==> config.mk <==
export PLATFORM = sky130hd
export DESIGN_NAME = cfgld_top
export DESIGN_NICKNAME = d
export VERILOG_FILES = /design/src/rtl/cfgld_pkg.sv /design/src/rtl/cfgld_rom.sv /design/src/rtl/cfgld_seq.sv /design/src/rtl/cfgld_route.sv /design/src/rtl/cfgld_top.sv
export SDC_FILE = /design/constraint.sdc
export NUM_CORES = 1
export LEC_CHECK = 0
export ABC_CLOCK_PERIOD_IN_PS = 6000
export CORE_UTILIZATION = 50
export DETAILED_ROUTE_END_ITERATION = 10
export PLACE_DENSITY = 0.7
export SETUP_SLACK_MARGIN = 0.05
export SYNTH_ARGS = -nofsm -noshare
export SYNTH_HDL_FRONTEND = slang
export SYNTH_SLANG_ARGS = --single-unit
==> constraint.sdc <==
create_clock -name clk -period 6 [get_ports clk]
set_clock_uncertainty 0.2 [all_clocks]
set_input_delay 1.2 -clock clk [delete_from_list [all_inputs] [get_ports clk]]
set_output_delay 1.2 -clock clk [all_outputs]
set_load 0.01 [all_outputs]
==> src/rtl/cfgld_pkg.sv <==
package cfgld_pkg;

    localparam int WORD_W     = 8;
    localparam int ADDR_W     = 8;
    localparam int NUM_IMG    = 4;
    localparam int N_TGT      = 4;
    localparam int IMG_BASE   = 16;
    localparam int IMG_STRIDE = 16;
    localparam int IDX_W      = $clog2(NUM_IMG);
    localparam int SEL_W      = $clog2(N_TGT);
    localparam int BIT_W      = $clog2(WORD_W);
    localparam int DIR_WORDS  = 2 * NUM_IMG;

    typedef logic [WORD_W-1:0] word_t;
    typedef logic [ADDR_W-1:0] addr_t;

    typedef enum logic [2:0] {
        ST_IDLE, ST_DIRS, ST_DIRL, ST_CALC, ST_FETCH, ST_LOAD, ST_SHIFT, ST_DONE
    } state_e;

    typedef struct packed {
        logic             chain;
        logic [SEL_W-1:0] sel;
        logic             part;
        word_t            off;
        word_t            plen;
        logic [IDX_W-1:0] idx;
    } req_t;

    typedef struct packed {
        logic en;
        logic clk;
        logic dat;
    } lane_t;

    typedef struct packed {
        addr_t first;
        word_t count;
    } range_t;

    // ROM contents: directory pairs (start, length) then a computed fill pattern
    function automatic word_t rom_word(addr_t a);
        int ai;
        ai = int'(a);
        if (ai < DIR_WORDS) begin
            if (ai % 2 == 0) return word_t'(IMG_BASE + IMG_STRIDE * (ai / 2));
            return word_t'(ai / 2 + 2);
        end
        return word_t'(ai * 37 + 11);
    endfunction

    // Word range actually sent, after the partial-load clamp
    function automatic range_t calc_range(word_t start, word_t len, logic part,
                                          word_t off, word_t plen);
        range_t r;
        word_t  rem;
        r.first = addr_t'(start);
        r.count = len;
        if (part) begin
            if (off >= len) begin
                r.count = '0;
            end else begin
                rem     = len - off;
                r.count = (plen < rem) ? plen : rem;
                r.first = addr_t'(start) + addr_t'(off);
            end
        end
        return r;
    endfunction

endpackage

==> src/rtl/cfgld_rom.sv <==
module cfgld_rom
    import cfgld_pkg::*;
(
    input  logic  clk,
    input  addr_t addr,
    output word_t data
);

    always_ff @(posedge clk) begin
        data <= rom_word(addr);
    end

endmodule

==> src/rtl/cfgld_seq.sv <==
module cfgld_seq
    import cfgld_pkg::*;
(
    input  logic  clk,
    input  logic  rst,
    input  logic  start,
    input  req_t  req_in,
    output addr_t rom_addr,
    input  word_t rom_data,
    output req_t  req_q,
    output lane_t lane,
    output logic  busy,
    output logic  done
);

    state_e           state;
    word_t            start_q;
    addr_t            ptr;
    word_t            words_left;
    word_t            sh;
    logic [BIT_W-1:0] bitcnt;
    logic             phase;
    range_t           rng;

    assign rng = calc_range(start_q, rom_data, req_q.part, req_q.off, req_q.plen);

    always_comb begin
        case (state)
            ST_DIRS: rom_addr = addr_t'({req_q.idx, 1'b0});
            ST_DIRL: rom_addr = addr_t'({req_q.idx, 1'b1});
            default: rom_addr = ptr;
        endcase
    end

    always_ff @(posedge clk) begin
        if (rst) begin
            state      <= ST_IDLE;
            req_q      <= '0;
            start_q    <= '0;
            ptr        <= '0;
            words_left <= '0;
            sh         <= '0;
            bitcnt     <= '0;
            phase      <= 1'b0;
        end else begin
            case (state)
                ST_IDLE, ST_DONE: begin
                    if (start) begin
                        req_q <= req_in;
                        state <= ST_DIRS;
                    end else begin
                        state <= ST_IDLE;
                    end
                end
                ST_DIRS: state <= ST_DIRL;
                ST_DIRL: begin
                    start_q <= rom_data;
                    state   <= ST_CALC;
                end
                ST_CALC: begin
                    ptr        <= rng.first;
                    words_left <= rng.count;
                    state      <= (rng.count == '0) ? ST_DONE : ST_FETCH;
                end
                ST_FETCH: begin
                    ptr   <= ptr + 1'b1;
                    state <= ST_LOAD;
                end
                ST_LOAD: begin
                    sh     <= rom_data;
                    bitcnt <= '0;
                    phase  <= 1'b0;
                    state  <= ST_SHIFT;
                end
                ST_SHIFT: begin
                    phase <= ~phase;
                    if (phase) begin
                        if (bitcnt == BIT_W'(WORD_W - 1)) begin
                            if (words_left == word_t'(1)) begin
                                state <= ST_DONE;
                            end else begin
                                sh         <= rom_data;
                                ptr        <= ptr + 1'b1;
                                words_left <= words_left - 1'b1;
                                bitcnt     <= '0;
                            end
                        end else begin
                            sh     <= {sh[WORD_W-2:0], 1'b0};
                            bitcnt <= bitcnt + 1'b1;
                        end
                    end
                end
                default: state <= ST_IDLE;
            endcase
        end
    end

    assign busy     = (state != ST_IDLE) && (state != ST_DONE);
    assign done     = (state == ST_DONE);
    assign lane.en  = (state == ST_SHIFT);
    assign lane.clk = lane.en & phase;
    assign lane.dat = lane.en & sh[WORD_W-1];

endmodule

==> src/rtl/cfgld_route.sv <==
module cfgld_route
    import cfgld_pkg::*;
#(
    parameter int NT = N_TGT,
    localparam int SW = (NT > 1) ? $clog2(NT) : 1
)(
    input  lane_t          lane,
    input  logic           chain,
    input  logic [SW-1:0]  sel,
    output logic [NT-1:0]  tgt_en,
    output logic [NT-1:0]  tgt_clk,
    output logic [NT-1:0]  tgt_dat
);

    for (genvar i = 0; i < NT; i++) begin : g_tgt
        logic hit;
        assign hit        = chain | (sel == SW'(i));
        assign tgt_en[i]  = hit & lane.en;
        assign tgt_clk[i] = hit & lane.clk;
        if (i == 0) begin : g_head
            assign tgt_dat[i] = hit & lane.dat;
        end else begin : g_rest
            assign tgt_dat[i] = ~chain & hit & lane.dat;
        end
    end

endmodule

==> src/rtl/cfgld_top.sv <==
module cfgld_top
    import cfgld_pkg::*;
(
    input  logic             clk,
    input  logic             rst,
    input  logic             start,
    input  logic [IDX_W-1:0] img_idx,
    input  logic             chain_mode,
    input  logic [SEL_W-1:0] tgt_sel,
    input  logic             part_en,
    input  logic [WORD_W-1:0] part_off,
    input  logic [WORD_W-1:0] part_len,
    output logic             busy,
    output logic             done,
    output logic [N_TGT-1:0] tgt_en,
    output logic [N_TGT-1:0] tgt_clk,
    output logic [N_TGT-1:0] tgt_dat
);

    req_t  req_in;
    req_t  req_q;
    addr_t rom_addr;
    word_t rom_data;
    lane_t lane;

    always_comb begin
        req_in.chain = chain_mode;
        req_in.sel   = tgt_sel;
        req_in.part  = part_en;
        req_in.off   = part_off;
        req_in.plen  = part_len;
        req_in.idx   = img_idx;
    end

    cfgld_rom i_rom (
        .clk  (clk),
        .addr (rom_addr),
        .data (rom_data)
    );

    cfgld_seq i_seq (
        .clk      (clk),
        .rst      (rst),
        .start    (start),
        .req_in   (req_in),
        .rom_addr (rom_addr),
        .rom_data (rom_data),
        .req_q    (req_q),
        .lane     (lane),
        .busy     (busy),
        .done     (done)
    );

    cfgld_route #(.NT(N_TGT)) i_route (
        .lane    (lane),
        .chain   (req_q.chain),
        .sel     (req_q.sel),
        .tgt_en  (tgt_en),
        .tgt_clk (tgt_clk),
        .tgt_dat (tgt_dat)
    );

endmodule

# --- Yosys cells after proc, flatten, opt, wreduce, memory -nomap -nowiden ---
# Index checks and enable logic that the tools add are counted.
word_totals:
  regBits: 69
  inputBits: 25
  output_inout_bits: 14
classes:
  add_sub_neg: 8
  multipliers: 1
  order_cmp: 3
  n_eq_ne: 18
  n_mux: 35
  n_bitwise: 23
  n_reduce_logical: 15
ops:
  columns: ["op", "n"]
  rows:
  - ["$mux W8", 16]
  - ["$pmux W8 S2", 3]
  - ["$logic_not A32 Y1", 1]
  - ["$pmux W8 S3", 1]
  - ["$pmux W3 S7", 1]
  - ["$mux W3", 6]
  - ["$and A1 B1 Y1", 17]
  - ["$mux W16", 1]
  - ["$eq A3 B3 Y1 const B", 5]
  - ["$add A5 B8 Y8 const A", 1]
  - ["$add A7 B2 Y8 const B", 1]
  - ["$add A8 B1 Y8 const B", 1]
  - ["$add A8 B5 Y8 const B", 1]
  - ["$add A8 B8 Y8", 1]
  - ["$eq A8 B1 Y1 const B", 1]
  - ["$ge A8 B8 Y1", 1]
  - ["$logic_not A8 Y1", 1]
  - ["$lt A8 B4 Y1 const B", 1]
  - ["$lt A8 B8 Y1", 1]
  - ["$mul A8 B6 Y8 const B", 1]
  - ["$ne A2 B2 Y1 const B", 4]
  - ["$reduce_and A4 Y1", 2]
  - ["$sub A8 B1 Y8 const B", 1]
  - ["$sub A8 B8 Y8", 1]
  - ["other kinds (20)", 33]

# --- Depth between registers and ports, before layout ---
# Gate-level depths: netlist (run 1).
logic_depth:
  ltp_word: 8
  depth_mapped: 19

# --- Cells and area by module ---
# From an unflattened synthesis (run 1), not the netlist that was laid out.
hier_totals:
  cells_unflattened: 611
  area_unflattened_um2: 4991.0
by_module_without_submodules:
  columns: ["module", "instances", "cells_per_inst", "area_per_inst_um2", "seq_area_each_um2"]
  rows:
  - ["cfgld_seq", 1, 508, 4006.3, 1221.2]
  - ["cfgld_rom", 1, 86, 850.8, 160.2]
  - ["cfgld_route", 1, 17, 133.9, 0.0]

# --- Worst setup path before layout (run 1) ---
# Ideal clock, no wire load.
synth_path:
  kind: "register to register"
  from: "register i_seq.state[0]"
  to: "register i_rom.data[7]"
  setup_time_ps: 70
  arrival_ps: 3291
  required_ps: 5730
  path_slack_ps: 2439
  path_stages_with_launch: 19
  period_less_slack_ps: 3561
  path_cell_list: "dfxtp_1 > xor2_1 > and2_1 > buf_2 > nand2b_1 > inv_1 > ha_1 > ha_1 > inv_1 > fa_1 > inv_1 > ha_1 > xnor2_1 > xnor2_1 > xnor2_1 > xnor2_1 > xnor2_1 > nor2_1 > a21oi_1"
synth_between:
  elab_chain_len: 8
  word_cells_on_any_way: 16
synth_lines:
  columns: ["element", "line", "rtl"]
  rows:
  - ["start, declared", "cfgld_seq.sv:16", "state_e state;"]
  - ["start signal, assigned", "cfgld_seq.sv:63", "state <= (rng.count == '0) ? ST_DONE : ST_FETCH;"]
  - ["$eq A3 B2 Y1 or $eq A3 B1 Y1 (tied branches)", "cfgld_seq.sv:28", "case (state)"]
  - ["$pmux W8 S2 *", "cfgld_seq.sv:28", null]
  - ["parallel branches: the longest is 5 deep, another holds $mul A8 B6 Y8", null, null]
  - ["$mux W8 *", "cfgld_pkg.sv:49", "return word_t'(ai * 37 + 11);"]
  - ["end signal, assigned", "cfgld_rom.sv:10", "data <= rom_word(addr);"]
  - ["end, declared", "cfgld_rom.sv:6", "output word_t data"]
# Every way passes the cells marked *. The select of a mux whose other input is x is not followed.
# A chain may end at the register's enable or synchronous reset.

# --- Worst setup path after layout (run 1) ---
layout_path:
  from: "register i_seq.state[2]"
  to: "output port tgt_clk[2]"
layout_between:
  elab_chain_len: 3
layout_lines:
  columns: ["element", "line", "rtl"]
  rows:
  - ["$eq A3 B3 Y1", "cfgld_seq.sv:100", "assign lane.en = (state == ST_SHIFT);"]
  - ["$and A1 B1 Y1", "cfgld_seq.sv:101", "assign lane.clk = lane.en & phase;"]
  - ["$and A1 B1 Y1", "cfgld_route.sv:19", "assign tgt_clk[i] = hit & lane.clk;"]
  - ["end, declared", "cfgld_top.sv:16", "output logic [N_TGT-1:0] tgt_clk,"]
# No other way between the ends.

==> results.cfg, run 1 <==
[setup_path]
arrival_ns = 3.13
cpMostUsedCell = nor2_1
crit_path_end_kind = output port
path_max_fanout = 25
worst-setup-path-type = reg -> out
crit_chain = inv_1 -> nor2_1 -> nand2_1 -> nor2_1 -> and2_1 -> clkdlybuf4s50_1
worstPathRequired_ns = 4.60
start_kind = flop
critPathMaxStageDelay_ns = 0.60
cp_slowest_cell = nand2_1

[logic_synthesis]
ys_async_sr_fraction = 0
synth_top_area_cell = dfxtp_1
synth_top_area_share = 0.282
syn-mean-instance-area_um2 = 7.84
ys.flop_type = dfxtp_1
synth_fp_nets = 702
yosysWarnings = 0
yosysUniqueCellTypes = 64
synth-edff-count = 0
synth-seq-cells = 69
yosysSeqAreaShare = 0.282
synthTopCellsByArea = dfxtp_1 (28%), ha_1 (13%), a21oi_1 (6.9%)
syn-instance-count = 624
netlist_area_mm2 = 0.00489

[die]
die_y_um = 101
start_util = 0.522
die_w_um = 101
core-area_mm2 = 0.00937
rows = 35
die-area_mm2 = 0.0102
ios = 39

[cells_and_area]
nNetsFinal = 727
drive_gt1_frac = 0.0688
synthToLayoutAreaGrowth_pct = 14.0
diodes = 0
fin_util = 0.595

[outcome]
status = finished clean

[sta]
finalCritPeriodShare = 0.755
max_freq_ghz = 0.221
hold_viol_final = 0
slew_headroom = 0.297
tightest_slew_ns = 1.05
drv_slew = 0
rsz0062_at_grt = no
period_minus_slack_ns = 4.53
setup_viol = 0
tns_ns = 0

[route]
route.detailed.drc = 0
dr.pass1.iters = 4
routed_via_density = 5.82
drt-total-wl_um = 12600
wl_per_cell_um = 16.1
drt_iter0_markers = 257
postRouteAntennaNets = 0
via_count = 4555

[pwr]
ir_worst_vdd_mv = 0.245
comb_power_share = 0.497
p_per_area_mw_per_mm2 = 393
internal_power_mw = 1.25
p_sw_frac = 0.428
p_leak_nw = 2.20
power_mw = 2.19
power.switching_mw = 0.938
clkPwrFrac = 0.219
power_frac_seq = 0.284

[global_route]
grt_start_max_net_pins = 63
antenna_found_initial = 0
first_global_vias = 4250
grt_overflow = 0
grt_first_pass_wirelength_um = 20700
gr-usage-all-layers = 0.260

[flow_run]
max_cap_viol_count = 0

[place]
hpwlAfterDp_um = 9190
gp_congestion = 0.839
portBuffers = 38

[clocking]
post-cts-setup-buffer-count = 0
clock-root-buffer = clkbuf_8
htree_levels = 3
holdBufCountCts = 0
clkTransAtPathRegs_ns = 0.08
cts.sinks = 69
ctsResizeCount = 0
cts_tree = built
cts_inserted_buffers = 9
clk_path_buf_depth = 2
clk_latency_ns = 0.35

[hold_path]
min_path_type = reg -> reg
worst paths after layout:
check / slack, ns / startpoint / depth (start not counted) / endpoint
min: 0.28 / i_seq.sh[0]$_SDFFE_PP0P_ / 2 / i_seq.sh[1]$_SDFFE_PP0P_
max: 1.47 / i_seq.state[2]$_SDFFE_PP0P_ / 6 / tgt_clk[2]
min reg2reg: 0.28 / i_seq.sh[0]$_SDFFE_PP0P_ / 2 / i_seq.sh[1]$_SDFFE_PP0P_
max reg2reg: 1.88 / i_seq.state[0]$_SDFFE_PP0P_ / 17 / i_rom.data[7]$_DFF_P_
flip-flops by register name, indices dropped and copies added, names as in the netlist:
register / count
i_seq.req_q: 22
i_seq.bitcnt: 3
i_seq.words_left: 8
i_seq.ptr: 8
i_seq.sh: 8
i_seq.state: 3
i_rom.data: 8
i_seq.phase: 1
i_seq.start_q: 8
area by class of cell:
class	count	area (µm²)
Fill cell	875	3790
Multi-Input combinational cell	489	3240
Sequential cell	69	1380
Timing Repair Buffer	42	405
Tap cell	129	161
Inverter	38	143
Clock buffer	10	138
Clock inverter	6	110
layer usage:
metal	up-vias	share of wire	GRT usage
li1	2247	-	-
met1	2153	0.47	0.356
met2	141	0.46	0.421
met3	14	0.059	0.0451
met4	0	0.013	0.0658
met5	-	0	0
Yosys cell counts, types with 9 or more instances:
cell type  instances
inv_1             38
a311oi_1           9
nor3_1            17
nand3_1           16
ha_1              49
nor2_1            60
nand2_1           79
dfxtp_1           69
xnor2_1           16
mux2i_1           19
a21oi_1           67
clkbuf_1          20
o21ai_0           43
cell families (layout without fill, tap and decap cells):
| group | after synthesis | after routing | synth area share |
|---|---|---|---|
| XOR/XNOR | 23 | 23 | 0.0412 |
| adder cells (fa/ha/maj) | 53 | 53 | 0.142 |
| buffers and inverters | 66 | 96 | 0.0552 |
| multiplexers | 21 | 21 | 0.0435 |
| flip-flops | 69 | 69 | 0.282 |
| AO/OA/AOI/OAI | 172 | 172 | 0.227 |
| AND/OR/NAND/NOR | 220 | 220 | 0.209 |
worst max-delay path, delay by kind of cell, from the launching register on:
kind,cells,cell delay [ns]
flops,1,0.51
simple gates,4,1.48
buf+inv,2,0.78
power groups by stage:
stage / Sequential (mW) / Combinational (mW) / Clock (mW)
after floorplan: 0.582 / 0.864 / 0
after global placement: 0.629 / 1.03 / 0
after detailed placement: 0.630 / 1.07 / 0
after CTS: 0.620 / 1.08 / 0.486
after global routing: 0.632 / 1.20 / 0.504
final: 0.623 / 1.09 / 0.479
through the flow:
stage	cell area [µm²]	setup WS (ns)	hold WS [ns]	cells
2_1_floorplan	4890	2.44	0.233	624
3_3_place_gp	5330	1.94	0.260	767
3_5_place_dp	5330	1.91	0.269	767
4_1_cts	5580	1.52	0.279	783
5_1_grt	5580	1.20	0.300	783
6_report	5580	1.47	0.277	783
cell usage in the layout, fill, tap and decap left out, drive strengths merged, types with 3 or more instances in the layout:
cell,synthesis,routed
o31ai,4,4
and2,7,7
o211a,3,3
nor3,19,19
nand3,16,16
a211oi,5,5
o21ai,46,46
bufinv,0,3
inv,38,38
a21o,4,4
nand4,4,4
and3,4,4
o21bai,5,5
o211ai,4,4
a22oi,5,5
buf,8,5
nand2b,7,7
or2,3,3
xnor2,16,16
ha,49,49
nor2b,6,6
clkbuf,20,10
fa,4,4
dfxtp,69,69
clkdlybuf4s50,0,37
nor2,60,60
nand2,79,79
a311oi,9,9
xor2,7,7
nor4,4,4
a21oi,68,68
mux2i,19,19
nand3b,5,5
Note: power is estimated with default switching activity, not from simulation.
==> run 2: changes to the inputs <==
--- a/config.mk
+++ b/config.mk
@@ -5,7 +5,7 @@
 export SDC_FILE = /design/constraint.sdc
 export NUM_CORES = 1
 export LEC_CHECK = 0
-export ABC_CLOCK_PERIOD_IN_PS = 6000
+export ABC_CLOCK_PERIOD_IN_PS = 4200
 export CORE_UTILIZATION = 50
 export DETAILED_ROUTE_END_ITERATION = 10
 export PLACE_DENSITY = 0.7
==> constraint.sdc (replaced) <==
create_clock -name clk -period 4.2 [get_ports clk]
set_clock_uncertainty 0.2 [all_clocks]
set_input_delay 0.84 -clock clk [delete_from_list [all_inputs] [get_ports clk]]
set_output_delay 0.84 -clock clk [all_outputs]
set_load 0.01 [all_outputs]
==> run 2 against run 1 <==
Net effect: register-to-register slack worse by 1.7 ns; via count up 0.57%; critical path depth rose by 9; sequential power increased by 39%; final cell count rose by 0.89%; power increased by 46%; setup slack lost 1.2 ns; die area unchanged; worst hold slack improved by 0.0033 ns; largest cell class unchanged; routed wire length rose by 2.7%.
==> results.cfg, run 2 (same netlist as run 1, synthesis figures left out) <==
[outcome]
status = finished clean

[flow_run]
max_cap_viol_count = 0

[route]
via_count = 4581
wl_per_cell_um = 16.4
drt_iter0_markers = 269
postRouteAntennaNets = 0
route.detailed.drc = 0
drt-total-wl_um = 12900
routed_via_density = 5.80
dr.pass1.iters = 5

[cells_and_area]
diodes = 0
ff_latch_area_mm2 = 0.00138
top_register = i_seq.req_q
multi_input_area_mm2 = 0.00324
most-common-layout-cells = nand2_1 (79), dfxtp_1 (69), a21oi_1 (67)
nNetsFinal = 735
num-fill-cells = 897
largest_register_ffs = 22
synthToLayoutAreaGrowth_pct = 15.3
fin_util = 0.602
final_common_cell = nand2_1
drive_gt1_frac = 0.0817

[die]
rows = 35
ios = 39
start_util = 0.522
die_y_um = 101
die-area_mm2 = 0.0102
core-area_mm2 = 0.00937
die_w_um = 101

[setup_path]
regToRegStartpoint = i_rom.data[2]$_DFF_P_
critPathMaxStageDelay_ns = 0.44
crit_start = i_rom.data[2]$_DFF_P_
start_kind = flop
cpMostUsedCell = ha_1
arrival_ns = 4.04
path_max_fanout = 9
worst-setup-path-type = reg -> reg
crit_chain = ha_1 -> o21ai_0 -> a21oi_1 -> o211a_1 -> o22a_1 -> xnor2_1 -> ha_1 -> a41oi_2 -> o21ai_2 -> a21oi_4 -> mux2i_1 -> a22o_1 -> nor4_2 -> nand4_1 -> o31ai_2
cp_slowest_cell = dfxtp_1
crit_path_end_kind = flop
worstPathRequired_ns = 4.27

[hold_path]
min_path_type = reg -> reg
hp-start = i_seq.sh[6]$_SDFFE_PP0P_

[sta]
slew_headroom = 0.269
tightest_slew_ns = 1.09
finalCritPeriodShare = 0.945
period_minus_slack_ns = 3.97
rsz0062_at_grt = yes
drv_slew = 0
setup_viol = 0
tns_ns = 0
max_freq_ghz = 0.252
hold_viol_final = 0

[pwr]
p_leak_nw = 2.24
comb_power_share = 0.514
p_per_area_mw_per_mm2 = 566
p_sw_frac = 0.420
power_frac_seq = 0.271
power.switching_mw = 1.34
ir_worst_vdd_mv = 0.339
clkPwrFrac = 0.214
power_mw = 3.19
internal_power_mw = 1.85

[global_route]
gr-usage-all-layers = 0.270
first_global_vias = 4358
antenna_found_initial = 0
grt_start_max_net_pins = 39
grt_first_pass_wirelength_um = 21300
grt_overflow = 0

[clocking]
clk_latency_ns = 0.35
clkTransAtPathRegs_ns = 0.08
holdBufCountCts = 0
clock-root-buffer = clkbuf_8
cts_inserted_buffers = 9
cts.sinks = 69
htree_levels = 3
cts_tree = built
clk_path_buf_depth = 2

[place]
hpwlAfterDp_um = 9580
gp_congestion = 0.855
portBuffers = 38
==> run 2: cell types whose count changed in the layout (fill, tap and decap cells not counted), sizes merged <==
| cell | previous run | this run |
|---|---|---|
| clkinvlp | 2 | 0 |
| buf | 5 | 13 |
| clkbuf | 10 | 11 |
==> run 2: final cells by class <==
class,instances,share of cell area
clock buffers,11,0.0268
clock inverters,4,0.0169
inverters,38,0.0253
multi-input cells,489,0.575
flip-flops and latches,69,0.245
well taps,129,0.0286
repair buffers,50,0.0825
==> run 2: critical path: cells and delay by family (launching register included) <==
| kind | cells | cell delay [ns] |
|---|---|---|
| adder cells (fa/ha/maj) | 2 | 0.65 |
| flip-flops | 1 | 0.44 |
| multiplexers | 1 | 0.14 |
| AO/OA/AOI/OAI | 9 | 1.77 |
| XOR/XNOR | 1 | 0.26 |
| AND/OR/NAND/NOR | 2 | 0.45 |
==> run 2: metal layers <==
| layer | routed length [µm] | vias up | GRT usage |
|---|---|---|---|
| met5 | 0 | - | 0 |
| met4 | 406 | 0 | 0.110 |
| met3 | 669 | 36 | 0.0465 |
| met2 | 5860 | 132 | 0.432 |
| met1 | 5980 | 2147 | 0.361 |
| li1 | - | 2266 | - |
==> run 2: what timing repair did <==
action	in CTS	in global routing
endpoints found under the setup margin	0	5
buffers inserted	0	3
resized for setup	0	2
==> run 2: power groups by stage <==
stage | Combinational [mW] | Clock (mW) | Sequential [mW]
2_1_floorplan | 1.23 | 0 | 0.831
3_3_place_gp | 1.52 | 0 | 0.875
3_5_place_dp | 1.57 | 0 | 0.879
4_1_cts | 1.58 | 0.691 | 0.864
5_1_grt | 1.82 | 0.719 | 0.876
6_report | 1.64 | 0.684 | 0.866
==> run 2: through the flow <==
stage | hold WS [ns] | setup slack (ns) | cells | instance area [µm²]
CTS | 0.281 | 0.202 | 787 | 5620
floorplan | 0.233 | 0.639 | 624 | 4890
detailed placement | 0.271 | 0.243 | 772 | 5370
global route | 0.297 | 0.0288 | 790 | 5640
finish | 0.280 | 0.230 | 790 | 5640
global placement | 0.256 | 0.275 | 772 | 5370
==> run 2: final timing paths <==
path / to / slack, ns / cells past startpoint
min: i_seq.sh[7]$_SDFFE_PP0P_ / 0.28 / 2
min reg2reg: i_seq.sh[7]$_SDFFE_PP0P_ / 0.28 / 2
max reg2reg: i_seq.state[1]$_SDFFE_PP0P_ / 0.23 / 15
max: i_seq.state[1]$_SDFFE_PP0P_ / 0.23 / 15
==> run 3: changes to the inputs <==
--- a/config.mk
+++ b/config.mk
@@ -6,7 +6,9 @@
 export NUM_CORES = 1
 export LEC_CHECK = 0
 export ABC_CLOCK_PERIOD_IN_PS = 4200
-export CORE_UTILIZATION = 50
+export CELL_PAD_IN_SITES_DETAIL_PLACEMENT = 1
+export CELL_PAD_IN_SITES_GLOBAL_PLACEMENT = 2
+export CORE_UTILIZATION = 28
 export DETAILED_ROUTE_END_ITERATION = 10
 export PLACE_DENSITY = 0.7
 export SETUP_SLACK_MARGIN = 0.05
==> run 3 against run 2 <==
Net effect: flip-flop and latch count is the same; register-to-register slack is essentially flat; setup slack is essentially flat; cell area grew 6.2%; highest routed layer unchanged; die area grew 77%; global-route usage shrank 9.0 points; sequential share of layout area shrank 1.4 points; clock power grew 48%; sequential power is essentially flat; routed wire length grew 20%; power grew 14%; maximum frequency is essentially flat; critical path type unchanged.
==> results.cfg, run 3 (same netlist as run 1, synthesis figures left out) <==
[setup_path]
worstPathRequired_ns = 4.25
r2r_end = i_seq.state[1]$_SDFFE_PP0P_
crit_path_end_kind = flop
critPathMaxStageDelay_ns = 0.61
arrival_ns = 4.02
r2r_cells = 14
regToRegStartpoint = i_seq.req_q[16]$_SDFFE_PP0P_
worst-setup-path-type = reg -> reg
reg2reg_setup_slack_ns = 0.23
path_delay_family = compound AO/OA/AOI/OAI gates
path_buf_inv = 1
cp_slowest_cell = or4b_2
cpMostUsedCell = ha_1
crit_chain = inv_1 -> ha_1 -> or4b_2 -> o2111ai_1 -> a211oi_2 -> ha_1 -> a41oi_2 -> o21ai_2 -> a21oi_4 -> nor4_1 -> a21oi_1 -> a2bb2oi_1 -> nand4_1 -> o31ai_2
start_kind = flop
path_max_fanout = 9

[route]
route.detailed.drc = 0
dr.pass1.iters = 4
routed_via_density = 5.17
postRouteAntennaNets = 0
drt_iter0_markers = 247
drt-total-wl_um = 15500
wl_per_cell_um = 17.4
via_count = 4612

[die]
core-area_mm2 = 0.0168
die-area_mm2 = 0.0180
die_w_um = 134
rows = 47
start_util = 0.291
ios = 39
die_y_um = 134

[clocking]
cts_inserted_buffers = 9
htree_levels = 3
cts_tree = built
clk_path_buf_depth = 2
holdBufCountCts = 0
cts.sinks = 69
clkTransAtPathRegs_ns = 0.06
clk_latency_ns = 0.34
clock-root-buffer = clkbuf_16

[global_route]
grt_overflow = 0
grt_first_pass_wirelength_um = 25200
antenna_found_initial = 0
grt_start_max_net_pins = 46
use_met1 = 0.229
first_global_vias = 4781
use_met3 = 0.0223
met2_usage = 0.318
top_usage_layer = met2
gr-usage-all-layers = 0.181

[hold_path]
hp-start = i_seq.sh[6]$_SDFFE_PP0P_
min_path_type = reg -> reg
min_to = i_seq.sh[7]$_SDFFE_PP0P_
min_delay_path_depth = 2

[cells_and_area]
multi_input_area_mm2 = 0.00327
synthToLayoutAreaGrowth_pct = 22.4
ff_latch_area_mm2 = 0.00138
largest_register_ffs = 22
num-fill-cells = 2050
top_register = i_seq.req_q
nNetsFinal = 745
diodes = 0
final_common_cell = nand2_1
drive_gt1_frac = 0.0997
most-common-layout-cells = nand2_1 (79), dfxtp_1 (68), a21oi_1 (66)

[pwr]
p_per_area_mw_per_mm2 = 609
internal_power_mw = 2.18
p_sw_frac = 0.402
power_frac_seq = 0.237
power.switching_mw = 1.47
ir_worst_vdd_mv = 0.254
clkPwrFrac = 0.278
p_leak_nw = 2.36
comb_power_share = 0.485

[sta]
finalCritPeriodShare = 0.945
drv_slew = 0
max_freq_ghz = 0.252
rsz0062_at_grt = no
layout_setup_ws_ns = 0.230
slew_headroom = 0.289
setup_viol = 0
tns_ns = 0
period_minus_slack_ns = 3.97
tightest_slew_ns = 1.06
hold_viol_final = 0

[flow_run]
max_cap_viol_count = 0

[outcome]
status = finished clean

[place]
gp_congestion = 0.772
pre_cts_ws_ns = 0.116
hpwlAfterDp_um = 11700
portBuffers = 38
[run 3: changes by cell type in the layout (fill, tap and decap cells not counted), sizes merged]
| cell | previous run | this run |
|---|---|---|
| bufinv | 3 | 5 |
| clkbuf | 11 | 10 |
| buf | 13 | 22 |
| a21oi | 68 | 69 |
[run 3: stage by stage]
stage                     cells  hold WS (ns)  utilization  area, µm²  power [mW]
final                       892         0.276        0.356       5990        3.65
after global routing        892         0.301        0.356       5990        3.92
after CTS                   888         0.279        0.353       5940        3.59
after floorplan             624         0.233            -       4890        2.06
after global placement      872         0.259        0.330       5550        2.50
after detailed placement    872         0.272        0.330       5550        2.57
[run 3: area by class of cell]
cell class              instances  share of cell area
clock inverters                 6              0.0265
inverters                      38              0.0238
flip-flops and latches         69               0.231
repair buffers                 59              0.0890
multi-input cells             490               0.546
clock buffers                  10              0.0382
well taps                     220              0.0460
[run 3: how the worst max path moves through the flow]
stage                                      start  cells after the start  slack, ns                          end
global route        i_seq.req_q[11]$_SDFFE_PP0P_                     16       0.04  i_seq.state[1]$_SDFFE_PP0P_
floorplan            i_seq.state[0]$_SDFFE_PP0P_                     18       0.64        i_rom.data[7]$_DFF_P_
CTS                        i_rom.data[2]$_DFF_P_                     15       0.08  i_seq.state[1]$_SDFFE_PP0P_
detailed placement         i_rom.data[2]$_DFF_P_                     15       0.12  i_seq.state[1]$_SDFFE_PP0P_
global placement    i_seq.req_q[11]$_SDFFE_PP0P_                     16       0.17  i_seq.state[1]$_SDFFE_PP0P_
finish              i_seq.req_q[16]$_SDFFE_PP0P_                     14       0.23  i_seq.state[1]$_SDFFE_PP0P_
[run 3: worst min-delay path: cells and delay by family (launching register included)]
kind / cells / cell delay [ns]
DFF: 1 / 0.31
AOI/OAI and AO/OA: 1 / 0.07
and+or+nand+nor: 1 / 0.05
[run 3: metal layers]
layer,part of all wire,up-vias,wire (µm)
met4,0.013,0,205
met2,0.49,61,7550
li1,-,2293,-
met3,0.031,13,482
met5,0,-,0
met1,0.47,2245,7280
[run 3: what timing repair did]
action,CTS,global route
resized for setup,0,4
setup buffers,0,3
setup endpoints to repair,0,4
[run 3: power groups by stage]
| stage | Clock (mW) | Combinational, mW | Sequential, mW |
|---|---|---|---|
| floorplan | 0 | 1.23 | 0.831 |
| finish | 1.01 | 1.77 | 0.866 |
| global placement | 0 | 1.62 | 0.880 |
| global route | 1.07 | 1.97 | 0.880 |
| CTS | 1.03 | 1.69 | 0.868 |
| detailed placement | 0 | 1.68 | 0.883 |
